### src/rtl/cbr_resolver.sv
module cbr_resolver #(
  parameter int XLEN     = 64,
  parameter int ILEN     = 32,
  parameter int LINK_IDX = 31
) (
  input  logic            clk,
  input  logic            rst_n,
  input  logic            in_valid,
  input  logic            mode_r6,
  input  logic [ILEN-1:0] instr,
  input  logic [XLEN-1:0] pc,
  input  logic [XLEN-1:0] rs_val,
  input  logic [XLEN-1:0] rt_val,
  output logic            out_valid,
  output logic            is_branch,
  output logic            taken,
  output logic [XLEN-1:0] next_pc,
  output logic            link_we,
  output logic [4:0]      link_reg,
  output logic [XLEN-1:0] link_val,
  output logic            delay_slot,
  output logic            forbidden_slot
);
  localparam logic [5:0] OP_P06  = 6'd6;
  localparam logic [5:0] OP_P07  = 6'd7;
  localparam logic [5:0] OP_P10  = 6'd8;
  localparam logic [5:0] OP_P26  = 6'd22;
  localparam logic [5:0] OP_P27  = 6'd23;
  localparam logic [5:0] OP_P30  = 6'd24;
  localparam logic [5:0] OP_BC   = 6'd50;
  localparam logic [5:0] OP_P66  = 6'd54;
  localparam logic [5:0] OP_BALC = 6'd58;
  localparam logic [5:0] OP_P76  = 6'd62;

  logic [5:0] op;
  logic [4:0] fs, ft;
  assign op = instr[ILEN-1:ILEN-6];
  assign fs = instr[25:21];
  assign ft = instr[20:16];

  logic [XLEN-1:0] x16, x21, x26, pc4, pc8, tgt16, tgt21, tgt26, jtgt, sum;
  assign x16   = {{(XLEN-16){instr[15]}}, instr[15:0]};
  assign x21   = {{(XLEN-21){instr[20]}}, instr[20:0]};
  assign x26   = {{(XLEN-26){instr[25]}}, instr[25:0]};
  assign pc4   = pc + XLEN'(4);
  assign pc8   = pc + XLEN'(8);
  assign tgt16 = pc4 + {x16[XLEN-3:0], 2'b00};
  assign tgt21 = pc4 + {x21[XLEN-3:0], 2'b00};
  assign tgt26 = pc4 + {x26[XLEN-3:0], 2'b00};
  assign jtgt  = rt_val + x16;
  assign sum   = rs_val + rt_val;

  logic ovf, s_le0, s_gt0, t_le0, t_lt0;
  assign ovf   = $signed((sum ^ rs_val) & (sum ^ rt_val)) < 0;
  assign s_le0 = $signed(rs_val) <= 0;
  assign s_gt0 = $signed(rs_val) > 0;
  assign t_le0 = $signed(rt_val) <= 0;
  assign t_lt0 = $signed(rt_val) < 0;

  logic            d_br, d_cmp, d_lnk, d_cnd;
  logic [XLEN-1:0] d_tgt;

  always_comb begin
    d_br  = 1'b0;
    d_cmp = 1'b0;
    d_lnk = 1'b0;
    d_cnd = 1'b0;
    d_tgt = tgt16;
    case (op)
      OP_P06: begin
        d_br = 1'b1;
        if (!mode_r6 || ft == 5'd0) d_cnd = s_le0;
        else begin
          d_cmp = 1'b1;
          if (fs == 5'd0)    begin d_lnk = 1'b1; d_cnd = t_le0;  end
          else if (fs == ft) begin d_lnk = 1'b1; d_cnd = !t_lt0; end
          else d_cnd = rs_val >= rt_val;
        end
      end
      OP_P07: begin
        d_br = 1'b1;
        if (!mode_r6 || ft == 5'd0) d_cnd = s_gt0;
        else begin
          d_cmp = 1'b1;
          if (fs == 5'd0)    begin d_lnk = 1'b1; d_cnd = !t_le0; end
          else if (fs == ft) begin d_lnk = 1'b1; d_cnd = t_lt0;  end
          else d_cnd = rs_val < rt_val;
        end
      end
      OP_P26, OP_P27: begin
        if (!mode_r6) begin
          d_br  = 1'b1;
          d_lnk = 1'b1;
          d_cnd = op[0] ? s_gt0 : s_le0;
        end else if (ft != 5'd0) begin
          d_br  = 1'b1;
          d_cmp = 1'b1;
          if (fs == 5'd0)    d_cnd = op[0] ? !t_le0 : t_le0;
          else if (fs == ft) d_cnd = op[0] ? t_lt0 : !t_lt0;
          else d_cnd = op[0] ? ($signed(rs_val) < $signed(rt_val))
                             : ($signed(rs_val) >= $signed(rt_val));
        end
      end
      OP_P10, OP_P30: begin
        if (mode_r6) begin
          d_br  = 1'b1;
          d_cmp = 1'b1;
          if (fs >= ft) d_cnd = ovf ^ (op == OP_P30);
          else if (fs == 5'd0) begin
            d_lnk = 1'b1;
            d_cnd = (rt_val == '0) ^ (op == OP_P30);
          end else d_cnd = (rs_val == rt_val) ^ (op == OP_P30);
        end
      end
      OP_P66, OP_P76: begin
        d_br  = 1'b1;
        d_cmp = 1'b1;
        if (fs != 5'd0) begin
          d_tgt = tgt21;
          d_cnd = (rs_val == '0) ^ (op == OP_P76);
        end else begin
          d_tgt = jtgt;
          d_cnd = 1'b1;
          d_lnk = (op == OP_P76);
        end
      end
      OP_BC, OP_BALC: begin
        d_br  = 1'b1;
        d_cmp = 1'b1;
        d_cnd = 1'b1;
        d_tgt = tgt26;
        d_lnk = (op == OP_BALC);
      end
      default: ;
    endcase
  end

  logic [XLEN-1:0] d_next;
  assign d_next = !d_br ? pc4 : d_cnd ? d_tgt : d_cmp ? pc4 : pc8;
  assign link_reg = LINK_IDX[4:0];

  always_ff @(posedge clk or negedge rst_n) begin
    if (!rst_n) begin
      out_valid      <= 1'b0;
      is_branch      <= 1'b0;
      taken          <= 1'b0;
      next_pc        <= '0;
      link_we        <= 1'b0;
      link_val       <= '0;
      delay_slot     <= 1'b0;
      forbidden_slot <= 1'b0;
    end else begin
      out_valid <= in_valid;
      if (in_valid) begin
        is_branch      <= d_br;
        taken          <= d_br & d_cnd;
        next_pc        <= d_next;
        link_we        <= d_br & d_lnk & d_cnd;
        link_val       <= d_cmp ? pc4 : pc8;
        delay_slot     <= d_br & ~d_cmp;
        forbidden_slot <= d_br & d_cmp;
      end
    end
  end
endmodule

### config.mk
export PLATFORM = sky130hd
export DESIGN_NAME = cbr_resolver
export DESIGN_NICKNAME = d
export VERILOG_FILES = /design/src/rtl/cbr_resolver.sv
export SDC_FILE = /design/constraint.sdc
export NUM_CORES = 1
export LEC_CHECK = 0
export BUFFER_PORTS_ARGS = -buffer_cell sky130_fd_sc_hd__buf_4
export CAP_MARGIN = 20
export CORE_ASPECT_RATIO = 0.8
export CORE_UTILIZATION = 50
export CTS_CLUSTER_DIAMETER = 120
export DETAILED_ROUTE_END_ITERATION = 6
export PLACE_DENSITY = 0.7
export REMOVE_ABC_BUFFERS = 1
export SYNTH_ARGS = -nofsm -noshare
export SYNTH_HDL_FRONTEND = slang
export SYNTH_SLANG_ARGS = --single-unit
### constraint.sdc
create_clock -name clk -period 1.75 [get_ports clk]
set_input_delay 0 -clock clk [delete_from_list [all_inputs] [get_ports clk]]
set_output_delay 0 -clock clk [all_outputs]
set_load 0.03 [all_outputs]
==> flow_metrics.tcl, run 1 <==
set metrics [dict create \
    cts_buffers 17 \
    port_buffers 361 \
    htreeDepth 4 \
    fp-row-count 69 \
    grt-ovfl-total 2 \
    synth_area_leaders "ha_1 (17%), dfrtp_1 (15%), a21oi_1 (7.5%), xnor2_1 (5.7%), nor2_1 (5.2%)" \
    synthArstFlopShare_pct 100 \
    ys_types 102 \
    placed_cell_area_mm2 0.0352 \
    root_buffer "clkbuf_16" \
    stop_stage "5_1_grt" \
    synth-edff-count 0 \
    die-width_um 242 \
    synthCells 3156 \
    ys.flop_type "dfrtp_1" \
    synth-seq-cells 134 \
    initial_utilization_pct 51.1 \
    synth_top_area_share_pct 16.5 \
    gp_congestion 1.12 \
    synth_top_cells_by_count "a21oi_1 (344), nor2_1 (318), ha_1 (303)" \
    yosysSeqAreaShare_pct 14.6 \
    grt_max_degree 57 \
    synth.cell_area_mm2 0.0230 \
    syn_avg_cell_area_um2 7.28 \
    yosys.cell_count.top_type "a21oi_1" \
    yosys_warnings 0 \
    yosysTopAreaCell "ha_1" \
    pin_count 367 \
    die_h_um 194 \
    clk_path_buf_depth 2 \
    dp_hpwl_mm 98.3 \
    status "stopped before the end" \
    error "[ERROR GRT-0232] Routing congestion too high. Check the congestion heatmap in the GUI." \
    cts_sinks 134 \
    grt_use_total_pct 67.9 \
]
[timing repair]
item | in CTS
hold buffers | 6
hold endpoints to repair | 142
cloned | 1
resized for setup | 561
pin swaps | 300
buffers inserted | 91
endpoints found under the setup margin | 125
[cell families after synthesis]
group | synth area share, %
other | 0.0163
AOI/OAI and AO/OA | 28.5
muxes | 1.06
adders and majority gates | 16.7
buffers and inverters | 5.19
and+or+nand+nor | 23.3
xor gates and xnor gates | 10.6
DFF | 14.6
[metal layers]
layer | overflow | track usage [%]
met1 | 0 | 72.4
met5 | 0 | 23.8
met2 | 2 | 88.6
met4 | 0 | 58.3
met3 | 0 | 45.4
[stage by stage]
step	setup TNS (ps)	instances	setup slack (ps)
2_1_floorplan	-164780	3000	-2730
3_3_place_gp	-226620	5190	-3220
3_5_place_dp	-237760	5190	-3450
4_1_cts	-130010	5309	-2410
==> run 2, diff against run 1 <==
Settings changed: CORE_ASPECT_RATIO 0.8 to default, CORE_UTILIZATION 50 to 35, CTS_CLUSTER_DIAMETER 120 to default, PLACE_DENSITY 0.7 to default, PLACE_DENSITY_LB_ADDON from default to 0.15.
==> flow_metrics.tcl, run 2 <==
set metrics [dict create \
    yosys.cell_count.top_type "a21oi_1" \
    antenna_found_initial 2 \
    synth-seq-cells 134 \
    p_per_area_mw_per_mm2 501 \
    cts_sinks 134 \
    placeableCoreArea_mm2 0.0646 \
    crit_top_cell "a21o_1" \
    die_area_mm2 0.0666 \
    dp_slack_ps -3190 \
    finalSetupTns_ps -138930 \
    hold_depth 4 \
    critPathSlowestCell "nor4_4" \
    worstPathCellList "buf_4, nand2_1, nor4_4, and2_4, nand3_2, buf_6, nor3_2, xor2_1, buf_4, ha_4, a21o_1, a21o_1, a21o_1, o2bb2ai_2, nor4_4, a21oi_2, o31a_1, o31ai_4, xnor2_1, a22oi_1, a21oi_2, a221o_1" \
    finalSetupViolations 123 \
    grt_pass1_vias 30449 \
    root_buffer "clkbuf_16" \
    finalMaxSlewViolations 0 \
    clock_skew_ps 0 \
    nFillCells 5667 \
    ir_worst_vdd_uv 711 \
    relSlewSlack_pct 50.2 \
    syn_avg_cell_area_um2 7.28 \
    die_h_um 258 \
    grt_pass1_wl_mm 180 \
    endpoint_kind "register" \
    grt-ovfl-total 0 \
    mostFrequentLayoutCells "buf_4 (1642), nor2_1 (274), a21oi_1 (258)" \
    initial_utilization_pct 35.6 \
    nets 5330 \
    synth.cell_area_mm2 0.0230 \
    crit_fanout 3 \
    whs_endpoint "link_val[58]$_DFFE_PN0P_" \
    die-width_um 258 \
    ant_nets 0 \
    seq_area_mm2 0.00335 \
    area_growth_syn_to_layout_pct 80.7 \
    r2r_cells 4 \
    yosys_warnings 0 \
    reg_top3 "link_val (64), next_pc (64)" \
    yosysTopAreaCell "ha_1" \
    multi_input_area_mm2 0.0218 \
    htreeDepth 4 \
    grt_max_degree 110 \
    dr.first_iter.drc_count 2797 \
    hold_class "input port to register" \
    reg2reg_slack_ps 500 \
    drive_gt1_share_pct 48.4 \
    clk_pin_slew_ps 70 \
    gp_congestion 1.02 \
    synth_top_area_share_pct 16.5 \
    status "finished with violations" \
    reg2reg_from "next_pc[61]$_DFFE_PN0P_" \
    drc 0 \
    max_clock_freq_mhz 247 \
    grt_use_total_pct 35.0 \
    ys.flop_type "dfrtp_1" \
    routed_wl_mm 121 \
    port_buffers 361 \
    design_area_mm2 0.0415 \
    setup_ws_ps -2300 \
    synthArstFlopShare_pct 100 \
    synthCells 3156 \
    placed_cell_area_mm2 0.0362 \
    ys_types 102 \
    wire_per_inst_um 21.3 \
    yosysSeqAreaShare_pct 14.6 \
    tightest_slew_ps 741 \
    cts_tree "done" \
    hold_start "pc[58]" \
    dp_hpwl_mm 97.2 \
    fin_crit_sh_pct 232 \
    synth_top_cells_by_count "a21oi_1 (344), nor2_1 (318), ha_1 (303)" \
    layout_commonest_cell "buf_4" \
    via_count 31392 \
    cpPeakStageDelay_ps 410 \
    arrival_ps 4390 \
    cellLeakagePower_uw 0.0197 \
    fin_crit_ps 4050 \
    synth_area_leaders "ha_1 (17%), dfrtp_1 (15%), a21oi_1 (7.5%), xnor2_1 (5.7%), nor2_1 (5.2%)" \
    pin_count 367 \
    critical_path_required_ps 2090 \
    cts_buffers 17 \
    synth-edff-count 0 \
    hold_violations 0 \
    vias_per_cell 5.54 \
    worstSkewPairLatency_ps 450 \
    fp-row-count 93 \
    clk_path_buf_depth 2 \
    reg2reg_to "next_pc[61]$_DFFE_PN0P_" \
    start_kind "input port" \
    whs_ps 14.9 \
    failed_checks "negative setup slack" \
    rsz0062_at_grt "true" \
    drt_pre_antenna_iters 6 \
    drv_cap 0 \
    setup.worst_path.class "input port to register" \
]
==> run 2: cell counts after synthesis <==
Identical to the previous run, type by type.
==> run 2: per-layer routing <==
metal	wire length (um)	vias to the layer above	part of all wire [%]	global-route usage, %
met5	13	-	0.011	0
met4	5120	2	4.2	12.9
met3	8870	262	7.3	4.19
met2	53800	1366	45	56.0
met1	53000	14836	44	47.9
li1	-	14926	-	-
==> run 2: where the power goes <==
part	internal [uW]	total [uW]	switching, uW
Combinational	6290	13100	6800
Sequential	3420	3670	252
Clock	2300	4000	1710
==> run 2: logic make-up (layout without fill, tap and decap cells) <==
kind of cell | count (synthesis) | in the layout | share of synthesized area, %
adders and majority gates | 305 | 305 | 16.7
DFF | 134 | 134 | 14.6
other | 1 | 6 | 0.0163
and+or+nand+nor | 1106 | 1106 | 23.3
AOI/OAI and AO/OA | 1005 | 1005 | 28.5
buffers and inverters | 304 | 1954 | 5.19
muxes | 22 | 22 | 1.06
xor gates and xnor gates | 279 | 279 | 10.6
==> run 2: critical path, delay by kind of cell <==
kind	cells	cell delay, ps
AOI/OAI and AO/OA	10	2040
and+or+nand+nor	6	1400
buffers and inverters	3	450
xor gates and xnor gates	2	310
adders and majority gates	1	210
==> run 2: area by class of cell <==
cell class              count  share of cell area [%]
multi-input cells        2722                    52.4
repair buffers           1778                    34.1
flip-flops and latches    134                    8.08
well taps                 855                    2.58
inverters                 144                    1.34
clock buffers              19                    1.07
clock inverters            13                   0.413
diodes                      1                 0.00603
==> run 2: per-stage QoR <==
step                total power [uW]  cells  util [%]
global route                   21800   5665      64.2
detailed placement             15100   5521      56.1
finish                         20800   5666      64.2
CTS                            20100   5628      62.1
global placement               15100   5521      56.1
floorplan                       8900   3000         -
==> run 2: repair_timing <==
item	4_1_cts	5_1_grt
pin swaps	289	150
hold endpoints to repair	143	0
cloned	1	0
setup buffers	82	41
hold buffers	12	0
gates resized for setup	528	233
endpoints found under the setup margin	122	122
==> run 2: worst max path at each step <==
stage,to,start,cells past startpoint
finish,next_pc[54]$_DFFE_PN0P_,pc[9],22
global route,next_pc[62]$_DFFE_PN0P_,pc[7],23
CTS,next_pc[62]$_DFFE_PN0P_,pc[3],22
detailed placement,next_pc[62]$_DFFE_PN0P_,pc[3],23
global placement,next_pc[62]$_DFFE_PN0P_,pc[3],23
floorplan,next_pc[62]$_DFFE_PN0P_,instr[26],16
No activity file was read; power rests on OpenSTA's default activity.
